**src/rtl/uart_ctrlchar_filter.sv**
```systemverilog
module uart_ctrlchar_filter #(
  parameter int CW   = 8,
  parameter int NENT = 8,
  parameter int AW   = 4,
  parameter int DW   = 16
) (
  input  logic          clk,
  input  logic          rst_n,
  input  logic          rx_valid,
  input  logic [CW-1:0] rx_data,
  input  logic          reg_wr,
  input  logic [AW-1:0] reg_addr,
  input  logic [DW-1:0] reg_wdata,
  output logic [DW-1:0] reg_rdata,
  output logic          out_valid,
  output logic [CW-1:0] out_data,
  output logic          out_eom,
  output logic          irq
);
  localparam logic [AW-1:0] A_MASK = AW'(NENT);
  localparam logic [AW-1:0] A_LAST = AW'(NENT + 1);
  localparam logic [AW-1:0] A_STAT = AW'(NENT + 2);
  localparam logic [AW-1:0] A_CTRL = AW'(NENT + 3);

  logic [CW-1:0] ent_chr [NENT];
  logic [NENT-1:0] ent_rej, ent_val;
  logic [CW-1:0] mask, last_rej;
  logic          rej_pend, irq_en;
  logic          hit, hit_rej, live;

  always_comb begin
    hit = 1'b0;
    hit_rej = 1'b0;
    live = 1'b1;
    for (int i = 0; i < NENT; i++) begin
      if (!ent_val[i]) live = 1'b0;
      if (live && !hit && (((rx_data ^ ent_chr[i]) & mask) == '0)) begin
        hit = 1'b1;
        hit_rej = ent_rej[i];
      end
    end
  end

  wire rej_now = rx_valid && hit && hit_rej;
  wire clr_now = reg_wr && (reg_addr == A_STAT) && reg_wdata[0];

  for (genvar g = 0; g < NENT; g++) begin : g_ent
    always_ff @(posedge clk or negedge rst_n) begin
      if (!rst_n) begin
        ent_chr[g] <= '0;
        ent_rej[g] <= 1'b0;
        ent_val[g] <= 1'b0;
      end else if (reg_wr && reg_addr == AW'(g)) begin
        ent_chr[g] <= reg_wdata[CW-1:0];
        ent_rej[g] <= reg_wdata[CW];
        ent_val[g] <= reg_wdata[CW+1];
      end
    end
  end

  always_ff @(posedge clk or negedge rst_n) begin
    if (!rst_n) begin
      mask      <= '1;
      irq_en    <= 1'b0;
      last_rej  <= '0;
      rej_pend  <= 1'b0;
      out_valid <= 1'b0;
      out_eom   <= 1'b0;
      out_data  <= '0;
    end else begin
      if (reg_wr && reg_addr == A_MASK) mask <= reg_wdata[CW-1:0];
      if (reg_wr && reg_addr == A_CTRL) irq_en <= reg_wdata[0];
      if (rej_now) last_rej <= rx_data;
      if (rej_now) rej_pend <= 1'b1;
      else if (clr_now) rej_pend <= 1'b0;
      out_valid <= rx_valid && !(hit && hit_rej);
      out_eom   <= rx_valid && hit && !hit_rej;
      if (rx_valid) out_data <= rx_data;
    end
  end

  assign irq = rej_pend && irq_en;

  always_comb begin
    reg_rdata = '0;
    if (reg_addr < A_MASK) begin
      for (int i = 0; i < NENT; i++)
        if (reg_addr == AW'(i)) begin
          reg_rdata[CW-1:0] = ent_chr[i];
          reg_rdata[CW]     = ent_rej[i];
          reg_rdata[CW+1]   = ent_val[i];
        end
    end else begin
      case (reg_addr)
        A_MASK:  reg_rdata[CW-1:0] = mask;
        A_LAST:  reg_rdata[CW-1:0] = last_rej;
        A_STAT:  reg_rdata[0] = rej_pend;
        A_CTRL:  reg_rdata[0] = irq_en;
        default: reg_rdata = '0;
      endcase
    end
  end
endmodule


```
**config.mk**
```make
export PLATFORM = sky130hd
export DESIGN_NAME = uart_ctrlchar_filter
export DESIGN_NICKNAME = d
export VERILOG_FILES = /design/src/rtl/uart_ctrlchar_filter.sv
export SDC_FILE = /design/constraint.sdc
export NUM_CORES = 1
export LEC_CHECK = 0
export BUFFER_PORTS_ARGS = -buffer_cell sky130_fd_sc_hd__buf_4
export CAP_MARGIN = 15
export CORE_ASPECT_RATIO = 0.6
export CORE_MARGIN = 10
export CORE_UTILIZATION = 54
export CTS_CLUSTER_DIAMETER = 30
export CTS_CLUSTER_SIZE = 20
export DETAILED_ROUTE_END_ITERATION = 10
export PLACE_DENSITY = 0.79
export SLEW_MARGIN = 0
export SYNTH_ARGS = -nofsm -noshare
export SYNTH_HDL_FRONTEND = slang
export SYNTH_SLANG_ARGS = --single-unit
```
**constraint.sdc**
```tcl
create_clock -name clk -period 2.9 [get_ports clk]
set_input_delay 0.435 -clock clk [delete_from_list [all_inputs] [get_ports clk]]
set_output_delay 0.435 -clock clk [all_outputs]
set_load 0.01 [all_outputs]
```
# Word level (Yosys, flattened, before mapping)
# Index checks and enable logic that the tools add are counted.
[totals]
out_inout_bits = 27
regBits = 108
word_cells = 148
[classes]
eq_ne = 11
muxes = 37
bitwise_logic = 16
reduce_logical = 52
magnitude_cmp = 1
[ops]
columns = ["cell", "n"]
rows = [
  ["10-bit two-way mux", 9],
  ["8-bit AND", 8],
  ["8-bit logical NOT", 8],
  ["8-bit XOR", 8],
  ["1-bit logical AND", 33],
  ["1-bit two-way mux", 26],
  ["4-bit by 3-bit == test with 1-bit output, second input constant", 4],
  ["4-bit == test, second input constant", 4],
  ["7-bit one-hot mux with 2 select lines", 1],
  ["1-bit logical NOT", 9],
  ["4-bit by 2-bit == test with 1-bit output, second input constant", 2],
  ["4-bit by 1-bit == test with 1-bit output, second input constant", 1],
  ["4-bit logical NOT", 1],
  ["4-bit < comparator, second input constant", 1],
  ["1-bit one-hot mux with 4 select lines", 1],
  ["2-bit nonzero test", 1],
]

# Depth between registers and ports, before layout
[logic_depth]
depth_word = 36
ltp_mapped = 9
ltp_nobuf = 8

# Worst setup path after synthesis
# OpenSTA, ideal clock, no wires.
[synth_timing]
kind = "in2out"
start = "input reg_addr[0]"
end = "output reg_rdata[5]"
stages = 6
path_slack_ns = 0.120
required_time_ns = 2.465
t_arrival_ns = 2.345
n_path_buf = 3
cell_sequence = "clkbuf_1 -> buf_1 -> clkbuf_1 -> mux2_2 -> a222oi_1 -> o21ai_0"
[synth_via]
elab_chain_len = 10
[synth_lines]
columns = ["item", "line", "source"]
rows = [
  ["from (decl)", "12", "input logic [AW-1:0] reg_addr,"],
  ["4-bit logical NOT", "88", "if (reg_addr == AW'(i)) begin"],
  ["10-bit two-way mux (8 in a row)", "88", ""],
  ["10-bit two-way mux (*)", "86", "if (reg_addr < A_MASK) begin"],
  ["to (decl)", "14", "output logic [DW-1:0] reg_rdata,"],
]
# Mark *: on every way between the ends. The rest lies on a longest branch, timed or not.

# Worst setup path after layout
[layout_timing]
start = "register mask[0]"
end = "register last_rej[3]"
[layout_via]
elab_chain_len = 34
[layout_lines]
columns = ["item", "line", "source"]
rows = [
  ["from (decl)", "27", "logic [CW-1:0] mask, last_rej;"],
  ["from (signal assigned)", "71", "if (reg_wr && reg_addr == A_MASK) mask <= reg_wdata[CW-1:0];"],
  ["8-bit AND", "37", "if (live && !hit && (((rx_data ^ ent_chr[i]) & mask) == '0)) begin"],
  ["8-bit logical NOT", "37", ""],
  ["1-bit logical AND", "37", ""],
  ["1-bit two-way mux", "37", ""],
  ["1-bit logical NOT", "37", ""],
  ["1-bit logical AND (2 in a row)", "37", ""],
  ["1-bit two-way mux", "37", ""],
  ["1-bit logical NOT", "37", ""],
  ["[15 not listed]", "-", ""],
  ["1-bit logical NOT", "37", ""],
  ["1-bit logical AND (2 in a row)", "37", ""],
  ["1-bit two-way mux", "37", ""],
  ["1-bit logical NOT", "37", ""],
  ["1-bit logical AND (2 in a row)", "37", ""],
  ["1-bit two-way mux", "37", ""],
  ["1-bit logical AND", "44", "wire rej_now = rx_valid && hit && hit_rej;"],
  ["1-bit logical AND (*)", "44", ""],
  ["to (signal assigned)", "73", "if (rej_now) last_rej <= rx_data;"],
  ["to (decl)", "27", ""],
]
# Marks and branches as above.
# A chain may end at the register's enable or synchronous reset.

==> impl_metrics.env <==
export IMPL_synth_seq_cells=108
export IMPL_cts_htree_levels=3
export IMPL_clk_pin_slew_ps=70
export IMPL_viasPerCell=6.313
export IMPL_final_area_um2=6855
export IMPL_finClkSkew_ps=7.071
export IMPL_setup_viol=0
export IMPL_critical_path_max_stage_delay_ps=710
export IMPL_clkSinkCount=108
export IMPL_ys_seq_area_frac=0.4537
export IMPL_rr_endpoint="last_rej[3]"
export IMPL_portBuffers=46
export IMPL_synth_edff_count=0
export IMPL_drive_gt1_frac=0.4090
export IMPL_drc=0
export IMPL_nFillCells=826
export IMPL_vias=4381
export IMPL_max_cap_violations=0
export IMPL_setup_tns_ps=0
export IMPL_io_pins=59
export IMPL_start_util=0.5585
export IMPL_drt_iter0_drc=425
export IMPL_start_kind="flop"
export IMPL_period_minus_slack_ps=2848
export IMPL_pwr_share_comb=0.273
export IMPL_wl_mm=16.15
export IMPL_grt_ovfl_total=0
export IMPL_power_density_nw_per_um2=686.8
export IMPL_antenna_left=0
export IMPL_clockRootBuffer="clkbuf_16"
export IMPL_grt_max_degree=47
export IMPL_die_area_um2=15820
export IMPL_cp_required_ps=3130
export IMPL_intPower_mw=3.209
export IMPL_swShare=0.3185
export IMPL_yosysTopAreaCellShare=0.4186
export IMPL_r2r_start="mask[0]"
export IMPL_yosys_top_cells_area="dfrtp_1 42%, mux2_2 21%, xor2_1 9.4%"
export IMPL_worstMarginPinSlew_ps=694.9
export IMPL_p_sw_mw=1.499
export IMPL_nets=582
export IMPL_finalMaxSlewViolations=0
export IMPL_reg2reg_slack_ps=50
export IMPL_drt_pass1_iter_count=5
export IMPL_diodes=0
export IMPL_power_share_clock=0.247
export IMPL_placed_cell_area_um2=6551
export IMPL_detail_route_wl_per_cell_um=23.27
export IMPL_async_flop_share=1.000
export IMPL_cpMaxStageDelayCell="dfstp_2"
export IMPL_timing_final_crit_share=0.9821
export IMPL_num_rows=29
export IMPL_yosys_warnings=0
export IMPL_reg2reg_depth=8
export IMPL_synth_cell_types=46
export IMPL_end_kind="flop"
export IMPL_slew_headroom=0.5354
export IMPL_core_um2=10700
export IMPL_dp_hpwl_mm=12.11
export IMPL_seqPwrFrac=0.480
export IMPL_antenna_found_initial=0
export IMPL_syn_area_per_cell_um2=12.08
export IMPL_synth_main_ff_cell="dfrtp_1"
export IMPL_cts_tree="yes"
export IMPL_die_x_um=155.8
export IMPL_clk_latency_ps=350
export IMPL_yosysTopAreaCell="dfrtp_1"
export IMPL_status="finished, final reports clean"
export IMPL_ir_drop_mv=0.3859
export IMPL_synth_area_um2=5978
export IMPL_cts_made_buffers=9
export IMPL_critPathKind="flop to flop"
export IMPL_gp_congestion=0.9568
export IMPL_worstPathArrival_ps=3080
export IMPL_grt_pass1_wl_mm=25.34
export IMPL_fmax_ghz=0.3511
export IMPL_synth_cells=495
export IMPL_cp_max_fo=10
export IMPL_syn2layout_area_growth_pct=14.67
export IMPL_cts_max_path_buffers=2
export IMPL_grt_pass1_vias=4325
export IMPL_critical_path_cell_chain="a222oi_1 -> and4_1 -> or3b_2 -> a21oi_1 -> a211oi_4 -> nor3_4 -> buf_12 -> mux2_2"
export IMPL_grtUsageTotal=0.2065
export IMPL_chipHeight_um=101.5
export IMPL_hp_class="primary input to asynchronous set/reset pin"
export IMPL_hold_violations=0
export IMPL_p_leak_nw=3.068
-- per-layer routing --
metal	wire length (um)	vias up	part of all wire	track usage
met1	7425	2225	0.46	0.2976
met5	0	-	0	0
met4	244	0	0.015	0.04913
met3	1531	28	0.095	0.05248
li1	-	1915	-	-
met2	6949	213	0.43	0.3054
-- repair_timing --
action | 4_1_cts | 5_1_grt
endpoints found under the setup margin | 0 | 9
hold buffers | 0 | 0
buffers inserted | 0 | 2
gates resized for setup | 0 | 3
-- worst max-delay path by stage --
stage	startpoint	endpoint	depth (start not counted)
floorplan	reg_addr[0]	reg_rdata[5]	6
global placement	rx_data[4]	last_rej[0]	10
detailed placement	rx_data[0]	last_rej[3]	10
CTS	ent_val[0]	last_rej[0]	9
global route	mask[0]	last_rej[3]	8
finish	mask[0]	last_rej[3]	8
-- critical path, delay by kind of cell (launching register included) --
family / cells / cell delay [ps]
multiplexers: 1 / 330
buffers and inverters: 1 / 160
AO/OA/AOI/OAI: 3 / 550
AND/OR/NAND/NOR: 3 / 970
flip-flops: 1 / 710
-- kinds of logic (layout without fill, tap and decap cells) --
family,count (synthesis),count (layout),share of synthesized area
other cells,1,6,0.0006273
buf+inv,40,95,0.03537
xor+xnor,64,64,0.09376
simple gates,86,86,0.07430
mux,124,124,0.2499
flops,108,108,0.4537
compound gates,72,72,0.09230
-- Yosys cell counts (all sizes together), types with 2 or more instances --
cell	count
nand4	6
a22oi	31
and4	2
clkbuf	16
a221oi	2
buf	21
dfrtp	100
mux2	112
inv	3
o21ai	9
or3	2
dfstp	8
nand2	24
mux4	9
a22o	2
a21oi	6
xor2	64
and2	3
nor2b	5
a222oi	9
nand2b	2
o311ai	2
nor3	6
a221o	2
a211oi	4
mux2i	3
nor2	16
o21a	2
nand3	13
-- state kept, by name, indices dropped and copies added, names as in the netlist --
register	cells
mask	8
irq_en	1
out_valid	1
out_data	8
out_eom	1
ent_rej	8
last_rej	8
ent_chr	64
rej_pend	1
ent_val	8
-- cell usage in the layout, fill, tap and decap left out, types with 5 or more instances in the layout --
master,count
o21ai_0,9
nor2_1,15
nand3_1,13
a222oi_1,9
nor3_1,5
nand2_1,24
mux4_2,9
dfstp_2,8
a21oi_1,6
nor2b_1,5
nand4_1,6
xor2_1,64
clkbuf_16,9
mux2_2,112
dfrtp_1,100
conb_1,6
buf_4,74
a22oi_1,31
-- layout make-up --
cell class	count	area [um2]	share of cell area
clock inverter	5	36.28	0.005293
multi-input combinational	352	3083	0.4497
inverter	3	11.26	0.001643
clock buffer	11	242.7	0.03541
tap	139	173.9	0.02537
sequential	108	2713	0.3957
timing repair buffer	76	595.6	0.08688
-- metrics by stage --
stage / setup slack [ps] / instances / hold WS [ps] / utilization / power, mW
floorplan: 120.2 / 500 / 139.4 / - / 3.043
global placement: 25.05 / 676 / 463.5 / 0.6120 / 3.464
detailed placement: -40.33 / 676 / 474.3 / 0.6120 / 3.532
CTS: 25.00 / 692 / 100.5 / 0.6381 / 4.690
global route: -3.142 / 694 / 115.4 / 0.6404 / 4.933
finish: 51.80 / 694 / 77.91 / 0.6404 / 4.708
-- power groups by stage --
stage | registers, mW | clock network (mW) | logic [mW]
2_1_floorplan | 2.12 | 0 | 0.922
3_3_place_gp | 2.26 | 0 | 1.21
3_5_place_dp | 2.29 | 0 | 1.25
4_1_cts | 2.26 | 1.18 | 1.25
5_1_grt | 2.30 | 1.24 | 1.39
6_report | 2.26 | 1.16 | 1.29
Power figures use the tool's default switching activity.
